`src/rtl/pwb_pkg.sv`:
```
package pwb_pkg;
    typedef enum logic [1:0] {
        ST_IDLE,
        ST_FILL,
        ST_PROG,
        ST_HOLD
    } pwb_state_e;
endpackage

```
`src/rtl/pwb_latch.sv`:
```
module pwb_latch #(
    parameter int PAGE = 32,
    parameter int DW   = 8,
    localparam int SW  = $clog2(PAGE)
) (
    input  logic          clk,
    input  logic          rst_n,
    input  logic          clr,
    input  logic          ld,
    input  logic [SW-1:0] ld_slot,
    input  logic [DW-1:0] ld_data,
    input  logic [SW-1:0] rd_slot,
    output logic [DW-1:0] rd_data,
    output logic [PAGE-1:0] loaded
);
    logic [DW-1:0] slot_q [PAGE];

    always_ff @(posedge clk or negedge rst_n) begin
        if (!rst_n) begin
            loaded <= '0;
            for (int i = 0; i < PAGE; i++) slot_q[i] <= '0;
        end else if (clr) begin
            loaded <= '0;
        end else if (ld) begin
            loaded[ld_slot] <= 1'b1;
            slot_q[ld_slot] <= ld_data;
        end
    end

    assign rd_data = slot_q[rd_slot];

    // later value of a slot replaces the earlier one
    assert_slot_loaded_R3: assert property (@(posedge clk) disable iff (!rst_n)
        (ld && !clr) |=> (loaded[$past(ld_slot)] && slot_q[$past(ld_slot)] == $past(ld_data)));
endmodule

```
`src/rtl/pwb_timer.sv`:
```
module pwb_timer #(
    parameter int WR_TICKS = 5,
    localparam int CW = $clog2(WR_TICKS + 1)
) (
    input  logic clk,
    input  logic rst_n,
    input  logic run,
    input  logic tick,
    output logic done
);
    logic [CW-1:0] cnt_q;

    assign done = (cnt_q >= CW'(WR_TICKS));

    always_ff @(posedge clk or negedge rst_n) begin
        if (!rst_n)          cnt_q <= '0;
        else if (!run)       cnt_q <= '0;
        else if (tick && !done) cnt_q <= cnt_q + 1'b1;
    end

    assert_cnt_bound_R6: assert property (@(posedge clk) disable iff (!rst_n)
        cnt_q <= CW'(WR_TICKS));
endmodule

```
`src/rtl/pwb_page_writer.sv`:
```
module pwb_page_writer
    import pwb_pkg::*;
#(
    parameter int AW       = 12,
    parameter int DW       = 8,
    parameter int PAGE     = 32,
    parameter int WR_TICKS = 5,
    localparam int SW      = $clog2(PAGE),
    localparam int PW      = AW - SW
) (
    input  logic          clk,
    input  logic          rst_n,
    input  logic          wr_start,
    input  logic [AW-1:0] wr_addr,
    input  logic          byte_vld,
    input  logic [DW-1:0] byte_data,
    input  logic          stop_evt,
    input  logic          restart_evt,
    input  logic          wp,
    input  logic          tick,
    output logic          arr_we,
    output logic [AW-1:0] arr_addr,
    output logic [DW-1:0] arr_data,
    output logic          busy,
    output logic [AW-1:0] last_ptr
);
    pwb_state_e state_q, state_d;
    logic [PW-1:0]   page_q;
    logic [SW-1:0]   slot_q;
    logic [SW-1:0]   scan_q;
    logic [AW-1:0]   last_q;
    logic [AW-1:0]   ptr_q;
    logic [PAGE-1:0] loaded;
    logic [DW-1:0]   rd_data;
    logic            tmr_done;
    logic            accept;
    logic            ld;
    logic            fill_end;

    assign accept   = (state_q == ST_IDLE) && wr_start;
    assign ld       = (state_q == ST_FILL) && byte_vld && !stop_evt && !restart_evt;
    assign fill_end = (state_q == ST_FILL) && (stop_evt || restart_evt);

    pwb_latch #(.PAGE(PAGE), .DW(DW)) u_latch (
        .clk     (clk),
        .rst_n   (rst_n),
        .clr     (accept),
        .ld      (ld),
        .ld_slot (slot_q),
        .ld_data (byte_data),
        .rd_slot (scan_q),
        .rd_data (rd_data),
        .loaded  (loaded)
    );

    pwb_timer #(.WR_TICKS(WR_TICKS)) u_timer (
        .clk   (clk),
        .rst_n (rst_n),
        .run   (busy),
        .tick  (tick),
        .done  (tmr_done)
    );

    // next-state logic
    always_comb begin
        state_d = state_q;
        unique case (state_q)
            ST_IDLE: if (wr_start) state_d = ST_FILL;
            ST_FILL: begin
                if (restart_evt)   state_d = ST_IDLE;
                else if (stop_evt) state_d = (|loaded && !wp) ? ST_PROG : ST_IDLE;
            end
            ST_PROG: if (scan_q == SW'(PAGE - 1)) state_d = ST_HOLD;
            ST_HOLD: if (tmr_done) state_d = ST_IDLE;
            default: state_d = ST_IDLE;
        endcase
    end

    // state register
    always_ff @(posedge clk or negedge rst_n) begin
        if (!rst_n) state_q <= ST_IDLE;
        else        state_q <= state_d;
    end

    // address and pointer registers
    always_ff @(posedge clk or negedge rst_n) begin
        if (!rst_n) begin
            page_q <= '0;
            slot_q <= '0;
            scan_q <= '0;
            last_q <= '0;
            ptr_q  <= '0;
        end else begin
            if (accept) begin
                page_q <= wr_addr[AW-1:SW];
                slot_q <= wr_addr[SW-1:0];
                last_q <= wr_addr - AW'(1);
            end
            if (ld) begin
                slot_q <= slot_q + 1'b1;
                last_q <= {page_q, slot_q};
            end
            if (fill_end) begin
                ptr_q  <= last_q;
                scan_q <= '0;
            end
            if (state_q == ST_PROG) scan_q <= scan_q + 1'b1;
        end
    end

    // outputs
    always_comb begin
        busy     = (state_q == ST_PROG) || (state_q == ST_HOLD);
        arr_we   = (state_q == ST_PROG) && loaded[scan_q];
        arr_addr = {page_q, scan_q};
        arr_data = rd_data;
        last_ptr = ptr_q;
    end

    assert_we_in_busy_R5: assert property (@(posedge clk) disable iff (!rst_n)
        arr_we |-> busy);
    assert_page_fixed_R2: assert property (@(posedge clk) disable iff (!rst_n)
        (busy && $past(busy)) |-> $stable(page_q));
    assert_stop_starts_R4: assert property (@(posedge clk) disable iff (!rst_n)
        (state_q == ST_FILL && stop_evt && !restart_evt && |loaded && !wp) |=> busy);
    assert_wp_blocks_R8: assert property (@(posedge clk) disable iff (!rst_n)
        (state_q == ST_FILL && stop_evt && wp) |=> !busy);
    assert_restart_drop_R9: assert property (@(posedge clk) disable iff (!rst_n)
        (state_q == ST_FILL && restart_evt) |=> !busy);
    assert_busy_ends_R6: assert property (@(posedge clk) disable iff (!rst_n)
        $fell(busy) |-> $past(tmr_done));
    assert_ptr_hold_R7: assert property (@(posedge clk) disable iff (!rst_n)
        ($past(busy) && busy) |-> $stable(last_ptr));
endmodule

```
`config.mk`:
```
export PLATFORM = sky130hd
export DESIGN_NAME = pwb_page_writer
export DESIGN_NICKNAME = d
export VERILOG_FILES = /design/src/rtl/pwb_pkg.sv /design/src/rtl/pwb_latch.sv /design/src/rtl/pwb_timer.sv /design/src/rtl/pwb_page_writer.sv
export SDC_FILE = /design/constraint.sdc
export NUM_CORES = 1
export LEC_CHECK = 0
export BUFFER_PORTS_ARGS = -buffer_cell sky130_fd_sc_hd__buf_2
export CORE_ASPECT_RATIO = 1.5
export CORE_UTILIZATION = 40
export CTS_CLUSTER_DIAMETER = 50
export DETAILED_ROUTE_END_ITERATION = 6
export GPL_TIMING_DRIVEN = 0
export PLACE_DENSITY = 0.57
export SYNTH_ARGS = -nofsm -noshare
export SYNTH_HDL_FRONTEND = slang
export SYNTH_HIERARCHICAL = 1
export SYNTH_SLANG_ARGS = --single-unit
```
`constraint.sdc`:
```
create_clock -name clk -period 4.3 [get_ports clk]
set_input_delay 0.645 -clock clk [delete_from_list [all_inputs] [get_ports clk]]
set_output_delay 0.645 -clock clk [all_outputs]
set_load 0.02 [all_outputs]
```
Word level (Yosys, flattened, before mapping)
Cells that the tools add are included.
- add/subtract/negate cells: 4
- magnitude comparators: 7
- equality and inequality tests: 9
- reduce and logical (&&, ||, !) cells: 22
- multiplexer cells: 27
- bitwise gates (word level): 4
- operators by type and width (kind ; count):
    $bwmux 256 ; 1
    $mux 32 ; 2
    $bmux 8 s5 ; 1
    $demux 8 s5 ; 1
    $or 32x32->32 ; 1
    $reduce_or 32->1 ; 1
    $mux 12 ; 2
    $mux 8 ; 3
    $mux 5 ; 4
    $ge 6x6->1 const B ; 2
    $lt 5x6->1 const B ; 2
    $mux 2 ; 6
    $not 5->6 ; 2
    $sub 12x1->12 const B ; 1
    $add 5x1->5 const B ; 2
    $logic_and 1x1->1 ; 10
    $pmux 2 s4 ; 1
    $lt 6x1->1 const B ; 1
    $mux 3 ; 2
    $ne 2x2->1 const B ; 3
    $bmux 1 s5 ; 1
    $demux 1 s5 ; 1
    $eq 5x5->1 const B ; 1
    $ge 5x1->1 const B ; 1
    14 further kinds ; 21
- logic and storage cells: 113
- input port bits: 28
- output and inout bits: 34
- bits in registers: 334

Depth between registers and ports, before layout
Gate-level depths: netlist of the first run.
- depth after elaboration: 7
- gate-level depth with buffers: 8
- gate-level depth less buffers: 7

Modules after synthesis
Netlist of the first run, hierarchy kept.
- modules (own cells, without submodules) (module ; times used ; cells an instance ; area an instance (um2) ; seq. area each (um2)):
    pwb_latch ; 1 ; 784 ; 12787.3 ; 7206.9
    pwb_page_writer ; 1 ; 223 ; 2343.5 ; 1076.0
    pwb_timer ; 1 ; 18 ; 180.2 ; 75.1

Worst setup path before layout of the first run
OpenSTA, ideal clock, no wires.
- path kind: reg-to-output
- start: register scan_q[2]
- end: output port arr_data[0]
- arrival: 2.297 ns
- path buffers: 2
- stages on the path, launching flop included: 6
- slack: 1.358 ns
- required time: 3.655 ns
- cell sequence: dfrtp_1 clkbuf_1 clkbuf_1 mux4_2 mux4_2 mux2_2
- cells in the longest elaborated chain, start to end: 4
- RTL lines (what ; RTL line ; source):
    start, declared ; pwb_page_writer.sv:30 ; logic [SW-1:0] scan_q;
    start signal, assigned ; pwb_page_writer.sv:107 ; if (state_q == ST_PROG) scan_q <= scan_q + 1'b1;
    $not 5->6 (not written as such) ; pwb_latch.sv:30 ; assign rd_data = slot_q[rd_slot];
    $bmux 8 s5 ; pwb_latch.sv:30 ;
    $mux 8 (not written as such) (2 in series) ; pwb_latch.sv:30 ;
    end, declared ; pwb_page_writer.sv:23 ; output logic [DW-1:0] arr_data,
No other way between the ends. The select of a mux whose other input is x is not followed.

Worst setup path in the final report of the first run
- start: register scan_q[2]
- end: output port arr_data[1]
The elaborated chain is that of the path after synthesis.

==> results of run 1 <==
[critical path: stages, from the launching register on]
cell	delay, ns
dfrtp_1	0.46
clkbuf_1	0.53
clkdlybuf4s15_2	0.55
mux4_2	0.42
mux4_2	0.48
mux2_2	0.30
buf_2	0.16
[per-stage QoR]
step	total power [mW]	area [um2]
floorplan	5.64	15300
global placement	6.39	16200
detailed placement	6.45	16300
CTS	9.48	17400
global route	9.82	17400
finish	9.34	17400
[area by class of cell]
cell class	instances	area (um2)	area share
Sequential cell	334	8360	0.480
Inverter	25	93.8	0.00539
Tap cell	489	612	0.0351
Clock inverter	8	101	0.00582
Buffer	66	323	0.0185
Clock buffer	50	1010	0.0581
Timing Repair Buffer	63	370	0.0213
Multi-Input combinational cell	600	6550	0.376
[per-layer routing]
layer	GRT usage	vias to the layer above	share of wire
met5	0	-	0
li1	-	4011	-
met3	0.0230	49	0.029
met2	0.345	154	0.54
met4	0.0566	0	0.022
met1	0.248	4786	0.41
[flip-flops by register name, indices dropped and copies added (netlist names), named ones only]
| register | cells |
|---|---|
| state_q | 1 |
| u_timer/cnt_q | 3 |
| last_ptr | 12 |
| u_latch/loaded | 32 |
| page_q | 7 |
| last_q | 12 |
| slot_q | 5 |
| scan_q | 5 |
| u_latch/slot_q | 256 |
[worst min path at each step]
stage | startpoint | end | slack, ns | depth (start not counted)
finish | rst_n | u_timer/cnt_q[2] | 0.15 | 1
global route | rst_n | u_timer/cnt_q[2] | 0.20 | 1
CTS | rst_n | u_timer/cnt_q[2] | 0.18 | 1
detailed placement | u_latch/slot_q[222] | u_latch/slot_q[222] | 0.49 | 1
global placement | u_latch/slot_q[201] | u_latch/slot_q[201] | 0.48 | 1
floorplan | rst_n | async pin | 0.35 | 0
[synthesized netlist by cell type (3+ instances only)]
library cell,number
dfrtp_1,334
mux2_2,278
mux4_2,86
nand2_1,55
clkbuf_1,43
o21ai_0,31
inv_1,24
nor2_1,23
a21o_1,17
nor4_1,10
a22oi_1,8
buf_1,8
buf_2,7
buf_6,6
ha_1,6
o21ai_1,6
xnor2_1,6
nand4_1,5
nand3_1,4
nand3b_1,4
nor2_4,4
nor3_1,4
a21oi_1,3
mux2i_1,3
nor3b_1,3
nor4bb_1,3
o211ai_1,3
xor2_1,3
[cells by family after synthesis]
| family | after synthesis |
|---|---|
| muxes | 369 |
| DFF | 334 |
| and+or+nand+nor | 134 |
| buffers and inverters | 91 |
| AOI/OAI and AO/OA | 82 |
| xor gates and xnor gates | 9 |
| adders and majority gates | 6 |
[power by group through the flow]
stage	registers (mW)	clock network (mW)	logic [mW]
after global routing	3.99	3.19	2.64
after CTS	3.93	3.08	2.48
final	3.93	2.98	2.44
after floorplan	4.00	0	1.64
after global placement	3.97	0	2.42
after detailed placement	3.98	0	2.47
[repair_timing]
action | 4_1_cts | 5_1_grt
hold buffers | 0 | 0
setup endpoints to repair | 8 | 8
resized for setup | 4 | 3
==> flow_metrics.py, run 1 <==
metrics = {
    "synthesis": {
        "ys.flop_type": "dfrtp_1",
        "synth-xor-area-share": 0.00515,
        "synth_fa_ha_area_frac": 0.00490,
        "synth-edff-count": 0,
        "ys_warn_count": 6,
        "synth_cell_types": 58,
        "synthMuxAreaShare": 0.336,
        "synth-compound-area-share": 0.0342,
        "yosys.area.top_type": "dfrtp_1",
        "synth_seq_cells": 334,
        "yosys.area_share.simple": 0.0472,
        "synth_top_family_by_area": "multiplexers",
        "synth_fp_nets": 1059,
        "ys_seq_area_frac": 0.546,
        "syn_area_um2": 15300,
        "netlist_top_cells_area": "dfrtp_1 (55%), mux2_2 (20%), mux4_2 (13%), nand2_1 (1.3%), clkbuf_1 (1.1%)",
        "async_reset_ff_frac": 1.00,
        "syn_avg_cell_area_um2": 14.9,
        "postSynthCellCount": 1025,
        "synth_top_area_share": 0.546,
    },
    "route": {
        "via_count": 9000,
        "antenna_left": 0,
        "drcViolationCount": 0,
        "first_pass_iters": 5,
        "wl_per_cell_um": 22.3,
        "vias_per_cell": 5.50,
        "finalWirelength_mm": 36.5,
        "drtIter0Drc": 530,
    },
    "cts": {
        "cts.sinks": 334,
        "ctsHtreeMaxLevel": 2,
        "root_buffer": "clkbuf_16",
        "cts_tree": "yes",
        "cts_max_path_buffers": 3,
        "cts_post_setup_buffers_inserted": 0,
        "clk_latency_ns": 0.52,
        "cts_made_buffers": 35,
        "clk_pin_slew_worst_paths_ns": 0.06,
    },
    "sta": {
        "maxSlewViolCount": 0,
        "fin_ws_ns": 0.204,
        "skew_ns": 0.0142,
        "setup_violations": 0,
        "worst_slew_pin_slew_ns": 1.17,
        "hold_viol": 0,
        "relSlewSlack": 0.216,
        "rsz0062_at_grt": "false",
        "setup-tns-final_ns": 0,
        "period_minus_slack_ns": 4.10,
        "whs_ns": 0.149,
        "fmax_mhz": 244,
        "post-route-period-util": 0.953,
    },
    "setup_path": {
        "startpoint": "scan_q[2]",
        "critPathArrivalTime_ns": 3.45,
        "startpoint_type": "register",
        "cp_max_fo": 10,
        "r2r_end": "u_latch/slot_q[129]",
        "r2r_setup_slack_ns": 0.86,
        "r2r_start": "state_q[0]",
        "crit_type": "register to output port",
        "required_ns": 3.65,
        "reg2regPathDepth": 8,
        "crit_end": "arr_data[1]",
        "crit_path_end_kind": "output port",
    },
    "final_layout": {
        "final_layout_size_suffix_gt1_frac": 0.444,
        "final_cell_mix": "dfrtp_1 (334), mux2_2 (278), mux4_2 (86), buf_2 (67), nand2_1 (55)",
        "layout.nets": 1159,
        "area.growth.synth_to_final_pct": 13.8,
        "fin_cells": 1635,
        "fill_cells": 3450,
        "diodes": 0,
        "final_util": 0.463,
        "layout_commonest_cell": "dfrtp_1",
    },
    "global_route": {
        "grt.total_usage": 0.195,
        "antenna_found_initial": 0,
        "grt_max_degree": 124,
        "grt_pass1_vias": 9519,
        "grt_pass1_wl_mm": 57.3,
        "grt-ovfl-total": 0,
    },
    "die": {
        "initial_core_util": 0.407,
        "die_area_um2": 39100,
        "std_cell_rows": 87,
        "coreArea_um2": 37700,
        "dieHeight_um": 242,
        "io_pins": 62,
        "die_w_um": 162,
    },
    "placement": {
        "dpl.cell_count": 1577,
        "place_hpwl_mm": 26.6,
        "dpl_worst_slack_ns": 0.486,
        "gp_congestion": 0.830,
        "io_buffers": 61,
    },
    "power_and_ir_drop": {
        "p_int_mw": 6.49,
        "seqPwrFrac": 0.420,
        "netSwitchingFraction": 0.306,
        "max-vdd-ir-drop_v": 0.000304,
        "p_switching_mw": 2.85,
        "power_density_nw_per_um2": 536,
        "leakagePower_nw": 8.33,
        "pwr-share-clk": 0.319,
        "power_frac_comb": 0.261,
    },
    "status": {
        "status": "finished, final reports clean",
    },
    "min_path": {
        "hold_class": "input port to async pin",
    },
    "job": {
        "cap_viol_max_count": 0,
    },
}
Power figures use the tool's default switching activity.
==> run 2: changes to the inputs <==
--- a/config.mk
+++ b/config.mk
@@ -7,11 +7,11 @@
 export LEC_CHECK = 0
 export BUFFER_PORTS_ARGS = -buffer_cell sky130_fd_sc_hd__buf_2
 export CORE_ASPECT_RATIO = 1.5
-export CORE_UTILIZATION = 40
+export CORE_UTILIZATION = 54
 export CTS_CLUSTER_DIAMETER = 50
 export DETAILED_ROUTE_END_ITERATION = 6
 export GPL_TIMING_DRIVEN = 0
-export PLACE_DENSITY = 0.57
+export PLACE_DENSITY = 0.72
 export SYNTH_ARGS = -nofsm -noshare
 export SYNTH_HDL_FRONTEND = slang
 export SYNTH_HIERARCHICAL = 1
==> constraint.sdc (replaced) <==
create_clock -name clk -period 4.36 [get_ports clk]
set_input_delay 0.654 -clock clk [delete_from_list [all_inputs] [get_ports clk]]
set_output_delay 0.654 -clock clk [all_outputs]
set_load 0.02 [all_outputs]
==> run 2 against run 1 <==
Net effect: the flow now finishes with violations (capacitance limit, slew limit); global-route usage grew 8.7 points; critical path depth is the same; cell area shrank 0.77%; sequential share of layout area grew 0.37 points; sequential power shrank 1%; clock-buffer cell count grew 1; combinational power is essentially flat; setup slack lost 0.023 ns; final cell count shrank 8.3%; flip-flop and latch count is the same; non-clock buffer count grew 4; power shrank 1.9%; largest cell class unchanged.
==> flow_metrics.py, run 2 (synthesized netlist as in run 1, its figures left out) <==
metrics = {
    "status": {
        "status": "complete, but fails checks",
        "failed_checks": "capacitance limit, slew limit",
    },
    "final_layout": {
        "layout_commonest_cell": "dfrtp_1",
        "multi_input_area_um2": 6560,
        "seqCellArea_um2": 8360,
        "top_register": "u_latch/slot_q",
        "diodes": 0,
        "top_regs": "u_latch/slot_q: 256 flops, u_latch/loaded: 32 flops",
        "final_layout_size_suffix_gt1_frac": 0.446,
        "area.growth.synth_to_final_pct": 12.9,
        "fill_cells": 2138,
        "final_cell_mix": "dfrtp_1 (334), mux2_2 (278), mux4_2 (86), buf_2 (67), nand2_1 (55)",
        "design_area_um2": 17300,
        "largest_reg_flops": 256,
        "fin_cells": 1499,
        "layout.nets": 1162,
    },
    "setup_path": {
        "crit_type": "register to output port",
        "r2r_start": "state_q[0]",
        "required_ns": 3.71,
        "cp_max_fo": 10,
        "startpoint_type": "register",
        "crit_path_end_kind": "output port",
        "reg2regPathDepth": 8,
        "r2r_setup_slack_ns": 0.73,
        "critPathArrivalTime_ns": 3.52,
        "r2r_end": "u_latch/slot_q[64]",
    },
    "route": {
        "drcViolationCount": 0,
        "first_pass_iters": 5,
        "wl_per_cell_um": 25.8,
        "finalWirelength_mm": 38.7,
        "via_count": 9394,
        "vias_per_cell": 6.27,
        "antenna_left": 0,
        "drtIter0Drc": 530,
    },
    "sta": {
        "period_minus_slack_ns": 4.18,
        "fmax_mhz": 239,
        "post-route-period-util": 0.958,
        "worst_slew_pin_slew_ns": 1.56,
        "setup_violations": 0,
        "skew_ns": 0.00796,
        "hold_viol": 0,
        "relSlewSlack": -0.0427,
        "rsz0062_at_grt": "false",
        "maxSlewViolCount": 10,
        "fin_ws_ns": 0.181,
    },
    "placement": {
        "dpl.cell_count": 1438,
        "gp_congestion": 0.838,
        "dpl_worst_slack_ns": 0.453,
        "io_buffers": 61,
        "place_hpwl_mm": 25.9,
        "dpl_cell_area_um2": 16200,
    },
    "global_route": {
        "grt_pass1_wl_mm": 59.8,
        "grt_max_degree": 100,
        "grt.total_usage": 0.281,
        "grt-ovfl-total": 0,
        "antenna_found_initial": 0,
        "grt_pass1_vias": 9976,
    },
    "die": {
        "initial_core_util": 0.548,
        "std_cell_rows": 75,
        "io_pins": 62,
        "die_w_um": 139,
        "die_area_um2": 29000,
        "coreArea_um2": 28000,
        "dieHeight_um": 208,
    },
    "job": {
        "cap_viol_max_count": 2,
    },
    "cts": {
        "cts.sinks": 334,
        "clk_pin_slew_worst_paths_ns": 0.06,
        "ctsHtreeMaxLevel": 2,
        "clk_latency_ns": 0.52,
        "ctsHoldBuffers": 0,
        "cts_max_path_buffers": 3,
        "cts_made_buffers": 34,
        "root_buffer": "clkbuf_16",
        "cts_tree": "yes",
    },
    "power_and_ir_drop": {
        "leakagePower_nw": 8.35,
        "power_density_nw_per_um2": 530,
        "max-vdd-ir-drop_v": 0.000277,
        "fin_total_pwr_mw": 9.17,
    },
    "min_path": {
        "hold_class": "input port to async pin",
    },
}
==> run 2: cell types whose count changed in the layout (fill, tap and decap cells not counted), sizes merged <==
cell           change
clkdlybuf4s15      +1
inv                -2
bufinv             -1
buf                +4
clkinv             +4
clkinvlp           +1
==> run 2: where the power goes <==
group / switching, mW / internal (mW)
Combinational: 1.32 / 1.11
Sequential: 0.317 / 3.56
Clock: 1.19 / 1.67
==> run 2: worst max-delay path by stage <==
stage	depth (start not counted)	to	slack [ns]	startpoint
final	6	arr_data[4]	0.18	scan_q[2]
after global placement	1	u_latch/slot_q[160]	-3.61	rst_n
after CTS	6	arr_data[2]	0.0007	scan_q[2]
after detailed placement	9	u_latch/slot_q[64]	0.45	wr_start
after global routing	6	arr_data[4]	0.10	scan_q[2]
after floorplan	5	arr_data[0]	1.41	scan_q[2]
==> run 2: layout make-up <==
class / instances / area share
flip-flops and latches: 334 / 0.483
clock inverters: 10 / 0.00492
inverters: 25 / 0.00543
plain buffers: 66 / 0.0190
repair buffers: 67 / 0.0245
multi-input cells: 600 / 0.379
clock buffers: 51 / 0.0583
well taps: 346 / 0.0250
==> run 2: metrics by stage <==
stage,util,hold WS [ns],TNS (ns)
2_1_floorplan,-,0.358,0
6_report,0.618,0.0589,0
3_3_place_gp,0.574,0.476,-1195.97
4_1_cts,0.618,0.0604,0
3_5_place_dp,0.578,0.481,0
5_1_grt,0.618,0.0779,0
==> run 2: critical path: stages (launching register included) <==
cell             delay, ns
dfrtp_1               0.46
clkbuf_1              0.55
clkdlybuf4s15_2       0.62
mux4_2                0.43
mux4_2                0.49
mux2_2                0.29
buf_2                 0.16
==> run 2: routing by layer <==
layer / track usage / part of all wire / vias to the layer above / routed length, um
li1: - / - / 4023 / -
met1: 0.340 / 0.38 / 4936 / 14500
met2: 0.481 / 0.51 / 304 / 19800
met3: 0.0442 / 0.054 / 131 / 2090
met4: 0.156 / 0.059 / 0 / 2290
met5: 0 / 0 / - / 0
==> run 2: what timing repair did <==
action	CTS	global route
gates resized for setup	4	10
endpoints found under the setup margin	8	8
buffers inserted	0	0
==> run 3: changes to the inputs <==
--- a/config.mk
+++ b/config.mk
@@ -11,7 +11,7 @@
 export CTS_CLUSTER_DIAMETER = 50
 export DETAILED_ROUTE_END_ITERATION = 6
 export GPL_TIMING_DRIVEN = 0
-export PLACE_DENSITY = 0.72
+export PLACE_DENSITY = 0.75
 export SYNTH_ARGS = -nofsm -noshare
 export SYNTH_HDL_FRONTEND = slang
 export SYNTH_HIERARCHICAL = 1
==> constraint.sdc (replaced) <==
create_clock -name clk -period 3.7 [get_ports clk]
set_input_delay 0.555 -clock clk [delete_from_list [all_inputs] [get_ports clk]]
set_output_delay 0.555 -clock clk [all_outputs]
set_load 0.02 [all_outputs]
==> run 3 against run 2 <==
Net effect: the flow now finishes without violations; sequential power grew 18%; die area is the same; critical path depth is the same; clock power grew 14%; highest routed layer unchanged.
==> flow_metrics.py, run 3 (synthesized netlist as in run 1, its figures left out) <==
metrics = {
    "status": {
        "status": "finished, final reports clean",
    },
    "cts": {
        "ctsHtreeMaxLevel": 1,
        "cts_tree": "yes",
        "clk_latency_ns": 0.58,
        "cts_made_buffers": 30,
        "cts.sinks": 334,
        "cts_post_setup_buffers_inserted": 0,
        "cts_max_path_buffers": 3,
        "clk_pin_slew_worst_paths_ns": 0.06,
        "root_buffer": "clkbuf_16",
    },
    "die": {
        "die_w_um": 139,
        "coreArea_um2": 28000,
        "initial_core_util": 0.548,
        "io_pins": 62,
        "die_area_um2": 29000,
        "std_cell_rows": 75,
        "dieHeight_um": 208,
    },
    "setup_path": {
        "crit_family": "multiplexers",
        "crit_path_end_kind": "output port",
        "max_stage_delay_ns": 0.48,
        "crit_type": "register to output port",
        "reg2regPathDepth": 8,
        "cp_max_fo": 10,
        "worstSetupPathDepth": 6,
        "critical_path_buf_inv_count": 3,
        "path_cells": "clkbuf_2 -> buf_2 -> mux4_2 -> mux4_2 -> mux2_2 -> buf_2",
        "cp_slowest_cell": "mux4_2",
        "required_ns": 3.14,
        "critPathArrivalTime_ns": 3.08,
        "startpoint_type": "register",
    },
    "route": {
        "drcViolationCount": 0,
        "via_count": 9045,
        "wl_per_cell_um": 22.8,
        "finalWirelength_mm": 34.0,
        "antenna_left": 0,
        "first_pass_iters": 5,
        "drtIter0Drc": 531,
        "vias_per_cell": 6.07,
    },
    "final_layout": {
        "layout_commonest_cell": "dfrtp_1",
        "largest_reg_flops": 256,
        "design_area_um2": 17200,
        "area.growth.synth_to_final_pct": 12.5,
        "layout.nets": 1156,
        "diodes": 0,
        "final_cell_mix": "dfrtp_1 (334), mux2_2 (278), mux4_2 (86), buf_2 (71), nand2_1 (55)",
        "top_regs": "u_latch/slot_q: 256 flops, u_latch/loaded: 32 flops",
        "top_register": "u_latch/slot_q",
        "final_util": 0.616,
        "final_layout_size_suffix_gt1_frac": 0.448,
    },
    "placement": {
        "place_hpwl_mm": 24.9,
        "gp_congestion": 0.829,
        "io_buffers": 61,
        "dpl_cell_area_um2": 16100,
    },
    "sta": {
        "relSlewSlack": 0.196,
        "maxSlewViolCount": 0,
        "rsz0062_at_grt": "false",
        "worst_slew_pin_slew_ns": 1.20,
        "period_minus_slack_ns": 3.63,
        "hold_viol": 0,
        "fmax_mhz": 275,
        "skew_ns": 0.0147,
        "post-route-period-util": 0.981,
        "setup_violations": 0,
    },
    "power_and_ir_drop": {
        "p_int_mw": 7.42,
        "p_switching_mw": 3.20,
        "leakagePower_nw": 8.33,
        "netSwitchingFraction": 0.302,
        "power_frac_comb": 0.263,
        "pwr-share-clk": 0.307,
        "seqPwrFrac": 0.430,
        "max-vdd-ir-drop_v": 0.000365,
        "power_density_nw_per_um2": 616,
    },
    "global_route": {
        "grt_pass1_wl_mm": 54.6,
        "antenna_found_initial": 0,
        "grt_max_degree": 120,
        "grt_pass1_vias": 9653,
        "grt.total_usage": 0.246,
        "grt-ovfl-total": 0,
    },
    "job": {
        "cap_viol_max_count": 0,
    },
    "min_path": {
        "min_path_cells": 3,
        "hold_class": "input port to register",
    },
}
run 3: cell count changes in the layout (fill, tap and decap cells not counted), sizes merged:
cell and delta:
inv -1, clkinv -1, clkdlybuf4s15 -1, dlygate4sd3 +1, bufinv +2, clkbuf -10
run 3: stage by stage:
stage	setup slack (ns)	power, mW	setup TNS (ns)	hold WS, ns	std cells
2_1_floorplan	0.848	6.55	0	0.259	1025
3_3_place_gp	-4.14	7.32	-1368.24	0.477	1432
3_5_place_dp	0.0745	7.42	0	0.475	1435
4_1_cts	0.0117	10.7	0	0.192	1489
5_1_grt	0.0262	11.1	0	0.217	1489
6_report	0.0691	10.6	0	0.212	1489
run 3: path summary, 6_finish.rpt:
kind                       startpoint  slack [ns]             endpoint
min reg2reg                 last_q[2]        0.49            last_q[2]
min in group asynchronous       rst_n        0.49     u_timer/cnt_q[0]
min                        wr_addr[8]        0.21            page_q[3]
max reg2reg                  register        0.20  u_latch/slot_q[219]
max in group asynchronous       rst_n        1.84   u_latch/slot_q[34]
max                         scan_q[2]        0.07          arr_data[5]
run 3: metal layers:
metal / share of wire / global-route usage
met2: 0.55 / 0.449
met3: 0.041 / 0.0281
met1: 0.39 / 0.308
met4: 0.022 / 0.0697
met5: 0 / 0
run 3: what timing repair did:
| item | 4_1_cts | 5_1_grt |
|---|---|---|
| endpoints found under the hold margin | 52 | 0 |
| hold buffers | 1 | 0 |
| cloned | 0 | 0 |
| resized for setup | 9 | 4 |
| setup endpoints to repair | 8 | 8 |
run 3: power by group through the flow:
stage,Sequential (mW),Combinational (mW),Clock (mW)
3_5_place_dp,4.62,2.80,0
4_1_cts,4.56,2.81,3.33
6_report,4.57,2.79,3.26
2_1_floorplan,4.64,1.91,0
5_1_grt,4.63,3.02,3.47
3_3_place_gp,4.59,2.73,0
run 3: worst register-to-register path, stage by stage, from the launching register on:
cell and delay (ns):
dfrtp_1 0.32, buf_2 0.19, nand2b_1 0.21, inv_1 0.16
buf_1 0.37, clkbuf_1 0.31, nor4b_1 0.80, nand2_1 0.59
mux2_2 0.44
run 3: final cells by class:
cell class / instances / area [um2]
Buffer: 66 / 330
Clock buffer: 43 / 910
Clock inverter: 10 / 143
Fill cell: 2108 / 10700
Inverter: 25 / 93.8
Multi-Input combinational cell: 600 / 6550
Sequential cell: 334 / 8360
Tap cell: 346 / 433
Timing Repair Buffer: 65 / 408
